===== src/rtl/rsp_pkg.sv =====
package rsp_pkg;
  localparam logic [1:0] MT_CTRL = 2'b00;
  localparam logic [1:0] MT_PART = 2'b01;
  localparam logic [1:0] MT_ORD  = 2'b10;
  localparam logic [1:0] MT_WB   = 2'b11;

  localparam logic [1:0] CL_CTRL   = 2'b00;
  localparam logic [1:0] CL_DREPLY = 2'b01;
  localparam logic [1:0] CL_WB     = 2'b10;
  localparam logic [1:0] CL_NCDATA = 2'b11;
endpackage


===== src/rtl/rsp_rst_sync.sv =====
module rsp_rst_sync (
  input  logic clk,
  input  logic rst_n,
  output logic rst_sync_n
);
  logic [1:0] sync_q;

  always_ff @(posedge clk or negedge rst_n) begin
    if (!rst_n) sync_q <= 2'b00;
    else        sync_q <= {sync_q[0], 1'b1};
  end

  assign rst_sync_n = sync_q[1];
endmodule


===== src/rtl/rsp_classify.sv =====
module rsp_classify
  import rsp_pkg::*;
(
  input  logic [1:0] cls,
  output logic       go_narrow,
  output logic       go_wide,
  output logic [1:0] n_type,
  output logic [1:0] w_type
);
  always_comb begin
    go_narrow = 1'b0;
    go_wide   = 1'b0;
    n_type    = MT_CTRL;
    w_type    = MT_WB;
    unique case (cls)
      CL_CTRL: go_narrow = 1'b1;
      CL_DREPLY: begin
        go_narrow = 1'b1;
        go_wide   = 1'b1;
        n_type    = MT_PART;
        w_type    = MT_ORD;
      end
      CL_WB, CL_NCDATA: go_wide = 1'b1;
      default: go_wide = 1'b1;
    endcase
  end
endmodule


===== src/rtl/rsp_subblk.sv =====
module rsp_subblk #(
  parameter int LINE_BYTES = 64,
  parameter int SUB_BYTES  = 16
) (
  input  logic [LINE_BYTES*8-1:0]         line,
  input  logic [$clog2(LINE_BYTES)-1:0]   off,
  output logic [SUB_BYTES*8-1:0]          sub_data,
  output logic [$clog2(LINE_BYTES)-1:0]   sub_base
);
  localparam int OFF_W = $clog2(LINE_BYTES);
  localparam int SB_LG = $clog2(SUB_BYTES);
  localparam int NSUB  = LINE_BYTES / SUB_BYTES;
  localparam int SEL_W = (OFF_W - SB_LG) < 1 ? 1 : (OFF_W - SB_LG);
  localparam int SUB_W = SUB_BYTES * 8;

  logic [SUB_W-1:0] slices [NSUB];
  logic [SEL_W-1:0] sel;

  for (genvar g = 0; g < NSUB; g++) begin : g_slice
    assign slices[g] = line[g*SUB_W +: SUB_W];
  end

  assign sel      = SEL_W'(off >> SB_LG);
  assign sub_data = slices[sel];
  assign sub_base = off & ~OFF_W'(SUB_BYTES - 1);
endmodule


===== src/rtl/rsp_slot.sv =====
module rsp_slot #(
  parameter int W = 8
) (
  input  logic         clk,
  input  logic         rst_n,
  input  logic         load,
  input  logic [W-1:0] pld_i,
  input  logic         rdy_i,
  output logic         vld_o,
  output logic [W-1:0] pld_o,
  output logic         free_o
);
  logic         vld_q, vld_d;
  logic [W-1:0] pld_q;

  always_comb begin
    vld_d = vld_q;
    if (load)       vld_d = 1'b1;
    else if (rdy_i) vld_d = 1'b0;
  end

  always_ff @(posedge clk or negedge rst_n) begin
    if (!rst_n) vld_q <= 1'b0;
    else        vld_q <= vld_d;
  end

  always_ff @(posedge clk) begin
    if (load) pld_q <= pld_i;
  end

  assign vld_o  = vld_q;
  assign pld_o  = pld_q;
  assign free_o = !vld_q || rdy_i;


  hold_stable_chk: assert property (@(posedge clk) disable iff (!rst_n)
    (vld_q && !rdy_i) |=> (vld_q && $stable(pld_q)));
endmodule


===== src/rtl/reply_splitter.sv =====
module reply_splitter
  import rsp_pkg::*;
#(
  parameter int LINE_BYTES = 64,
  parameter int SUB_BYTES  = 16,
  parameter int TAG_W      = 8,
  parameter int DEST_W     = 6
) (
  input  logic                          clk,
  input  logic                          rst_n,
  input  logic                          in_valid,
  output logic                          in_ready,
  input  logic [1:0]                    in_cls,
  input  logic [TAG_W-1:0]              in_tag,
  input  logic [DEST_W-1:0]             in_dest,
  input  logic [$clog2(LINE_BYTES)-1:0] in_off,
  input  logic [LINE_BYTES*8-1:0]       in_line,
  output logic                          nl_valid,
  input  logic                          nl_ready,
  output logic [1:0]                    nl_type,
  output logic [TAG_W-1:0]              nl_tag,
  output logic [DEST_W-1:0]             nl_dest,
  output logic [$clog2(LINE_BYTES)-1:0] nl_base,
  output logic [SUB_BYTES*8-1:0]        nl_data,
  output logic                          we_valid,
  input  logic                          we_ready,
  output logic [1:0]                    we_type,
  output logic [TAG_W-1:0]              we_tag,
  output logic [DEST_W-1:0]             we_dest,
  output logic [$clog2(LINE_BYTES)-1:0] we_word,
  output logic [LINE_BYTES*8-1:0]       we_data
);
  localparam int OFF_W  = $clog2(LINE_BYTES);
  localparam int SUB_W  = SUB_BYTES * 8;
  localparam int LINE_W = LINE_BYTES * 8;
  localparam int NP_W   = 2 + TAG_W + DEST_W + OFF_W + SUB_W;
  localparam int WP_W   = 2 + TAG_W + DEST_W + OFF_W + LINE_W;

  logic             rst_sync_n;
  logic             go_narrow, go_wide;
  logic [1:0]       n_type, w_type;
  logic [SUB_W-1:0] sub_data, n_data;
  logic [OFF_W-1:0] sub_base, n_off;
  logic             n_free, w_free, accept, n_load, w_load;
  logic [NP_W-1:0]  n_pld_in, n_pld_q;
  logic [WP_W-1:0]  w_pld_in, w_pld_q;

  rsp_rst_sync u_rst (
    .clk(clk), .rst_n(rst_n), .rst_sync_n(rst_sync_n)
  );

  rsp_classify u_cls (
    .cls(in_cls), .go_narrow(go_narrow), .go_wide(go_wide),
    .n_type(n_type), .w_type(w_type)
  );

  rsp_subblk #(.LINE_BYTES(LINE_BYTES), .SUB_BYTES(SUB_BYTES)) u_sub (
    .line(in_line), .off(in_off), .sub_data(sub_data), .sub_base(sub_base)
  );

  always_comb begin
    if (in_cls == CL_CTRL) begin
      n_data = in_line[SUB_W-1:0];
      n_off  = in_off;
    end else begin
      n_data = sub_data;
      n_off  = sub_base;
    end
  end

  assign in_ready = n_free && w_free;
  assign accept   = in_valid && in_ready;
  assign n_load   = accept && go_narrow;
  assign w_load   = accept && go_wide;
  assign n_pld_in = {n_type, in_tag, in_dest, n_off, n_data};
  assign w_pld_in = {w_type, in_tag, in_dest, in_off, in_line};

  rsp_slot #(.W(NP_W)) u_nslot (
    .clk(clk), .rst_n(rst_sync_n), .load(n_load), .pld_i(n_pld_in),
    .rdy_i(nl_ready), .vld_o(nl_valid), .pld_o(n_pld_q), .free_o(n_free)
  );

  rsp_slot #(.W(WP_W)) u_wslot (
    .clk(clk), .rst_n(rst_sync_n), .load(w_load), .pld_i(w_pld_in),
    .rdy_i(we_ready), .vld_o(we_valid), .pld_o(w_pld_q), .free_o(w_free)
  );

  assign {nl_type, nl_tag, nl_dest, nl_base, nl_data} = n_pld_q;
  assign {we_type, we_tag, we_dest, we_word, we_data} = w_pld_q;


  split_pair_chk: assert property (@(posedge clk) disable iff (!rst_sync_n)
    (in_valid && in_ready && in_cls == CL_DREPLY) |=>
      (nl_valid && we_valid && nl_type == MT_PART && we_type == MT_ORD));


  pair_tag_chk: assert property (@(posedge clk) disable iff (!rst_sync_n)
    (in_valid && in_ready && in_cls == CL_DREPLY) |=>
      (nl_tag == we_tag && nl_dest == we_dest));


  narrow_kind_chk: assert property (@(posedge clk) disable iff (!rst_sync_n)
    nl_valid |-> (nl_type == MT_CTRL || nl_type == MT_PART));


  wide_kind_chk: assert property (@(posedge clk) disable iff (!rst_sync_n)
    we_valid |-> (we_type == MT_ORD || we_type == MT_WB));


  base_align_chk: assert property (@(posedge clk) disable iff (!rst_sync_n)
    (nl_valid && nl_type == MT_PART) |-> ((nl_base & OFF_W'(SUB_BYTES - 1)) == '0));


  ctrl_no_wide_chk: assert property (@(posedge clk) disable iff (!rst_sync_n)
    (in_valid && in_ready && in_cls == CL_CTRL) |=> (!we_valid && nl_type == MT_CTRL));
endmodule


===== config.mk =====
export PLATFORM = sky130hd
export DESIGN_NAME = reply_splitter
export DESIGN_NICKNAME = d
export VERILOG_FILES = /design/src/rtl/rsp_pkg.sv /design/src/rtl/rsp_rst_sync.sv /design/src/rtl/rsp_classify.sv /design/src/rtl/rsp_subblk.sv /design/src/rtl/rsp_slot.sv /design/src/rtl/reply_splitter.sv
export SDC_FILE = /design/constraint.sdc
export NUM_CORES = 1
export LEC_CHECK = 0
export ABC_AREA = 0
export CAP_MARGIN = 20
export CORE_AREA = 2 2 480 482
export DETAILED_ROUTE_END_ITERATION = 16
export DIE_AREA = 0 0 482 484
export DONT_BUFFER_PORTS = 1
export GPL_TIMING_DRIVEN = 1
export SETUP_SLACK_MARGIN = 0.05
export SLEW_MARGIN = 30
export SYNTH_ARGS = -nofsm -noshare
export SYNTH_HDL_FRONTEND = slang
export SYNTH_SLANG_ARGS = --single-unit

===== constraint.sdc =====
create_clock -name clk -period 0.9 [get_ports clk]
set_input_delay 0.135 -clock clk [delete_from_list [all_inputs] [get_ports clk]]
set_output_delay 0.135 -clock clk [all_outputs]
set_load 0.05 [all_outputs]

**Word level (Yosys, flattened, before mapping)**

Cells that the tools add are included.

- Register bits after elaboration: 688
- Bits of input ports: 539

- Order comparisons: 1
- Equal/unequal tests: 3
- Muxes and demuxes: 12
- Bitwise gates (word level): 1
- Reduce and logical (&&, ||, !) cells: 13

Operators with widths:

| operator | count |
|---|---|
| $mux 128 | 3 |
| $bmux 128 s2 | 1 |
| $mux 1 | 8 |
| $eq 2x2->1 const B | 2 |
| $logic_and 1x1->1 | 4 |
| $reduce_bool 2->1 | 2 |
| $ge 3x3->1 const B | 1 |
| $not 2->3 | 1 |
| $reduce_or 3->1 | 1 |
| $eq 2x1->1 const B | 1 |
| $logic_not 1->1 | 2 |
| $logic_not 2->1 | 1 |
| $logic_or 1x1->1 | 2 |
| $reduce_or 2->1 | 1 |

**Logic depth before layout (Yosys ltp)**

- Depth in word-level cells: 6
- Gate-level depth with buffers: 6
- Gate-level depth less buffers: 3

**Modules after synthesis**

Synthesis repeated with hierarchy kept, for this count alone.

- Cells, all modules: 1016
- Area total of the unflattened synthesis: 25627.1 µm²

Modules (own cells, without submodules):

| module | instances | cells an instance | area each (µm²) |
|---|---|---|---|
| rsp_slot (u_wslot) | 1 | 537 | 16082.9 |
| rsp_slot (u_nslot) | 1 | 153 | 4551.9 |
| rsp_subblk | 1 | 163 | 3245.6 |
| reply_splitter | 1 | 152 | 1647.8 |
| rsp_rst_sync | 1 | 3 | 53.8 |
| rsp_classify | 1 | 8 | 45.0 |

**Least setup slack after synthesis**

Ideal clock, no wire load.

- Path type: register -> register
- Start point: register u_nslot.vld_q (netlist: u_nslot.vld_o)
- End point: register u_wslot.pld_q[0] (netlist: u_wslot.pld_o[0]) (enable)
- Setup time: 1.443 ns
- Arrival: 22.900 ns
- Required time: -0.543 ns
- Path slack: -23.443 ns
- Stages on the path, launching flop included: 4
- Path through: dfrtp_1 -> nand2b_1 -> nand3_1 -> nor2_1

- Cells in the longest elaborated chain, start to end: 5

Ends and longest elaborated chain:

| element | line | source |
|---|---|---|
| start: declaration | rsp_slot.sv:13 | `logic vld_q, vld_d;` |
| start signal: assignment | rsp_slot.sv:24 | `else vld_q <= vld_d;` |
| $logic_not 1->1 | rsp_slot.sv:33 | `assign free_o = !vld_q \|\| rdy_i;` |
| $logic_or 1x1->1 | rsp_slot.sv:33 |  |
| $logic_and 1x1->1 | reply_splitter.sv:71 | `assign in_ready = n_free && w_free;` |
| $logic_and 1x1->1 | reply_splitter.sv:72 | `assign accept = in_valid && in_ready;` |
| $logic_and 1x1->1 | reply_splitter.sv:74 | `assign w_load = accept && go_wide;` |
| net u_wslot.load | rsp_slot.sv:6 | `input logic load,` |
| end signal: assignment | rsp_slot.sv:28 | `if (load) pld_q <= pld_i;` |
| end: declaration | rsp_slot.sv:14 | `logic [W-1:0] pld_q;` |

The timed path passes the listed nets, and every way through them passes these cells.
A chain may end at the register's enable or synchronous reset.

**Final worst setup path**

- Start point: register u_wslot.vld_q (netlist: u_wslot.vld_o)
- End point: register u_nslot.pld_q[131] (netlist: u_nslot.pld_o[131]) (enable)

- Cells in the longest elaborated chain, start to end: 5

Ends and longest elaborated chain:

| element | line | source |
|---|---|---|
| start: declaration | rsp_slot.sv:13 |  |
| start signal: assignment | rsp_slot.sv:24 |  |
| $logic_not 1->1 | rsp_slot.sv:33 |  |
| $logic_or 1x1->1 | rsp_slot.sv:33 |  |
| $logic_and 1x1->1 | reply_splitter.sv:71 |  |
| $logic_and 1x1->1 | reply_splitter.sv:72 |  |
| $logic_and 1x1->1 | reply_splitter.sv:73 | `assign n_load = accept && go_narrow;` |
| net n_load | reply_splitter.sv:44 | `logic n_free, w_free, accept, n_load, w_load;` |
| end signal: assignment | rsp_slot.sv:28 |  |
| end: declaration | rsp_slot.sv:14 |  |

The timed path passes the listed nets, and every way through them passes these cells.

==> flow_results.org <==
** STA
- Highest attainable clock frequency :: 553 MHz
- Final clock period utilization by the worst path :: 201%
- At the pin with the least slew margin, the transition time is 0.826 ns.
- Worst Hold Margin :: -0.489 ns
- Setup slack on the critical path of the routed design comes to -0.908 ns.
- Setup TNS :: -997.31 ns
- Pins Over Slew Limit :: 0
- Final hold viol count :: 116
- Measured against its own limit, the worst slew margin works out to 45.0%.
- Setup repair after global routing missed its margin :: yes
- Total of endpoints with negative setup slack in the final report :: 1495
- Across the routed clock network, the largest skew measured is 0.0295 ns.
- Final period demand of the worst path :: 1.81 ns

** Global route
- Entering global routing, the biggest net connects 387 pins.
- Total routing resource utilization after global routing :: 16.0%
- The number of antenna violations at the first check in global routing came to 88.
- Total global routing overflow :: 0
- The via count of the first global-routing pass was 22326.
- The first global-routing pass estimated 242000 um of wire.

** Critical path
- The worst setup path is captured at a flip-flop.
- The signal on the critical path passes through nand2b_4, nand3_4, buf_4, nor2_4, buf_12, clkbuf_16, buf_4, buf_4.
- Critical Path Fanout Max :: 4
- Bufs and invs on worst path :: 5
- Critical path arrival :: 2.25 ns
- Data required time of the critical path :: 1.34 ns
- The setup path with the least slack is of type flip-flop to flip-flop.
- Sort of element at the start of the critical path :: flip-flop
- The largest single stage delay on the critical path is 0.42 ns.
- The slowest stage of the critical path belongs to the cell dfrtp_2.
- In this design, the largest share of critical-path delay is due to buffers and inverters.
- Most repeated library cell on the critical path :: buf_4

** Hold path
- Hold WC Path Type :: primary input to flip-flop

** Die
- The floorplan step set the die width to 482 um.
- Number of cell rows :: 176
- Number of ports placed on the die boundary :: 1226
- The region available for standard cell placement spans 229000 um2.
- The die is 484 um tall.
- DIE AREA :: 233000 um2
- Once the floorplan was initialized, standard cells occupied 11.5% of the core.

** Layout
- The finished cells cover 53700 um2.
- The library cells used most frequently in the layout, excluding fill and tap cells, are 682 x edfxtp_1, 612 x dlygate4sd3_1, 585 x buf_12.
- End-of-flow core utilization :: 23.5%
- Layout Nets :: 3555
- Cells with a size suffix above 1 make up 34.0% of the layout.
- Most common library cell in the layout ignoring fill and taps :: edfxtp_1
- Area growth from synthesis to layout :: 105%
- Fill cell total of the finished layout :: 23304

** CTS
- Clock tree synthesis inserted a total of 81 buffers.
- The root buffer cell chosen for the clock tree is clkbuf_16.
- Clock transition time at the flip-flop clock pins of the worst setup and hold paths :: 0.06 ns
- Clock insertion delay at the later pin of the skew report :: 0.74 ns
- TritonCTS built the clock tree.
- Number of hold-repair buffers added at the cts stage :: 612
- The H-tree was split into 3 levels.
- Counting every sink on the clock net gives 686.
- Max Buffers Root-to-Sink :: 3

** Placed design
- The HPWL after detailed placement is 155000 um.
- After detailed placement, the total cell area comes to 43300 um2.
- PortBufs :: 0
- At the end of routability-driven placement, the weighted congestion stood at 1.00.
- Post-placement setup slack :: -1.15 ns

** Logic synthesis
- After Yosys synthesis, full adders, half adders and majority gates account for 0% of the synthesized area.
- Xor/xnor cell area share of the yosys netlist :: 0%
- In this run the cell area of the synthesized design comes to 26200 um2.
- The synthesized netlist devotes 8.63% of its cell area to compound gates.
- Area share of and/or/nand/nor cells after synthesis :: 3.95%
- Number of warning messages in the yosys log :: 0
- Counting flops and latches in the post-synthesis netlist gives 686.
- Average size of a mapped cell :: 16.6 um2
- Largest family of logic cells by synthesized area :: compound AO/OA/AOI/OAI gates
- Post-synthesis mux area share :: 4.89%
- After technology mapping, the gate count stands at 1575.
- After synthesis, flip-flops and latches occupy 78.6% of the total area.
- Yosys mapped the design onto 23 distinct sky130hd cell types.

** Route
- Vias after detailed routing :: 22495
- Drt wl/cell :: 32.2 um
- Pre-Repair DR Iteration Count :: 6
- Count of unresolved DRC violations after routing :: 0
- After detailed routing, the number of vias per cell comes to 3.65.
- The first routing iteration left 2340 violations.
- The final layout contains routed wiring with a total length of 198000 um.
- The detail route stage leaves a number of antenna-violating nets equal to 0.

** Power
- Worst IR drop on VDD :: 1750 uV
- For this design the ratio of total power to cell area is 1840 nW/um2.
- Leakage dissipation :: 20.0 nW

** Status
- The final reports fail on negative hold slack, negative setup slack.
- Status :: complete, but fails checks

** Flow run
- Max-cap violations in this run came to 0.
## worst paths after layout
check / start / end / slack [ns] / cells after the start
min: in_off[4] / u_nslot.pld_o[132] / -0.49 / 0
max in group asynchronous: rst_n / u_rst.sync_q[0] / 0.43 / 2
max reg2reg: u_wslot.vld_o / u_nslot.pld_o[131] / -0.91 / 8
min in group asynchronous: u_rst.sync_q[1] / u_wslot.vld_o / 0.11 / 0
min reg2reg: u_rst.sync_q[1] / u_wslot.vld_o / 0.11 / 0
max: u_wslot.vld_o / u_nslot.pld_o[131] / -0.91 / 8
## report_power, final
group | total, mW | internal, mW | switching (mW)
Sequential | 39.6 | 37.9 | 1.71
Combinational | 25.1 | 10.7 | 14.4
Clock | 34.1 | 18.6 | 15.5
Total | 98.9 | 67.3 | 31.6
## cells in the mapped netlist, drive strengths merged
cell type	instances	area [um2]
nor2	131	492
o21a	1	7.51
buf	50	352
edfxtp	682	20500
nand2b	2	12.5
o221a	128	1440
conb	2	7.51
or2	1	6.26
a31oi	128	801
nand3	1	5.00
and2	5	31.3
inv	129	484
dfrtp	4	100
clkbuf	52	195
o21ai	2	10.0
nor2b	1	6.26
mux2i	128	1280
nand2	128	480
## state kept, by name, indices dropped and copies added (netlist names)
signal / count
u_nslot.pld_o: 149
u_nslot.vld_o: 1
u_rst.sync_q: 2
u_wslot.pld_o: 533
u_wslot.vld_o: 1
## area by class of cell
type | instances | area, um2 | area share (%)
multi-input combinational | 659 | 5240 | 9.77
clock inverter | 63 | 653 | 1.22
timing repair buffer | 1459 | 20700 | 38.7
sequential | 686 | 20600 | 38.3
clock buffer | 87 | 2050 | 3.82
antenna | 50 | 125 | 0.233
tap | 3026 | 3790 | 7.05
inverter | 129 | 484 | 0.902
## through the flow
stage / power, mW / instances
CTS: 98.6 / 6066
finish: 98.9 / 6159
global placement: 60.1 / 5290
detailed placement: 60.2 / 5290
floorplan: 48.4 / 1576
global route: 102 / 6136
## worst register-to-register path, cell delays in order (launching register included)
cell,delay (ns)
dfrtp_2,0.42
nand2b_4,0.09
nand3_4,0.10
buf_4,0.15
nor2_4,0.19
buf_12,0.15
clkbuf_16,0.19
buf_4,0.14
buf_4,0.10
## kinds of logic after synthesis
kind of cell | count (synthesis)
and+or+nand+nor | 269
DFF | 686
other | 2
AOI/OAI and AO/OA | 259
buffers and inverters | 231
muxes | 128
## metal layers
metal	track usage, %	share of wire, %
met2	24.6	45
met4	8.49	5.4
met1	16.3	33
met3	10.7	17
met5	0	0.089
## repair_timing
action                                   CTS  global route
endpoints found under the hold margin    835           134
gates resized for setup                   40            44
gates cloned                               7            29
buffers inserted                           7            16
pin swaps                                  2             2
endpoints found under the setup margin  1369          1501
Note: power is estimated with default switching activity, not from simulation.
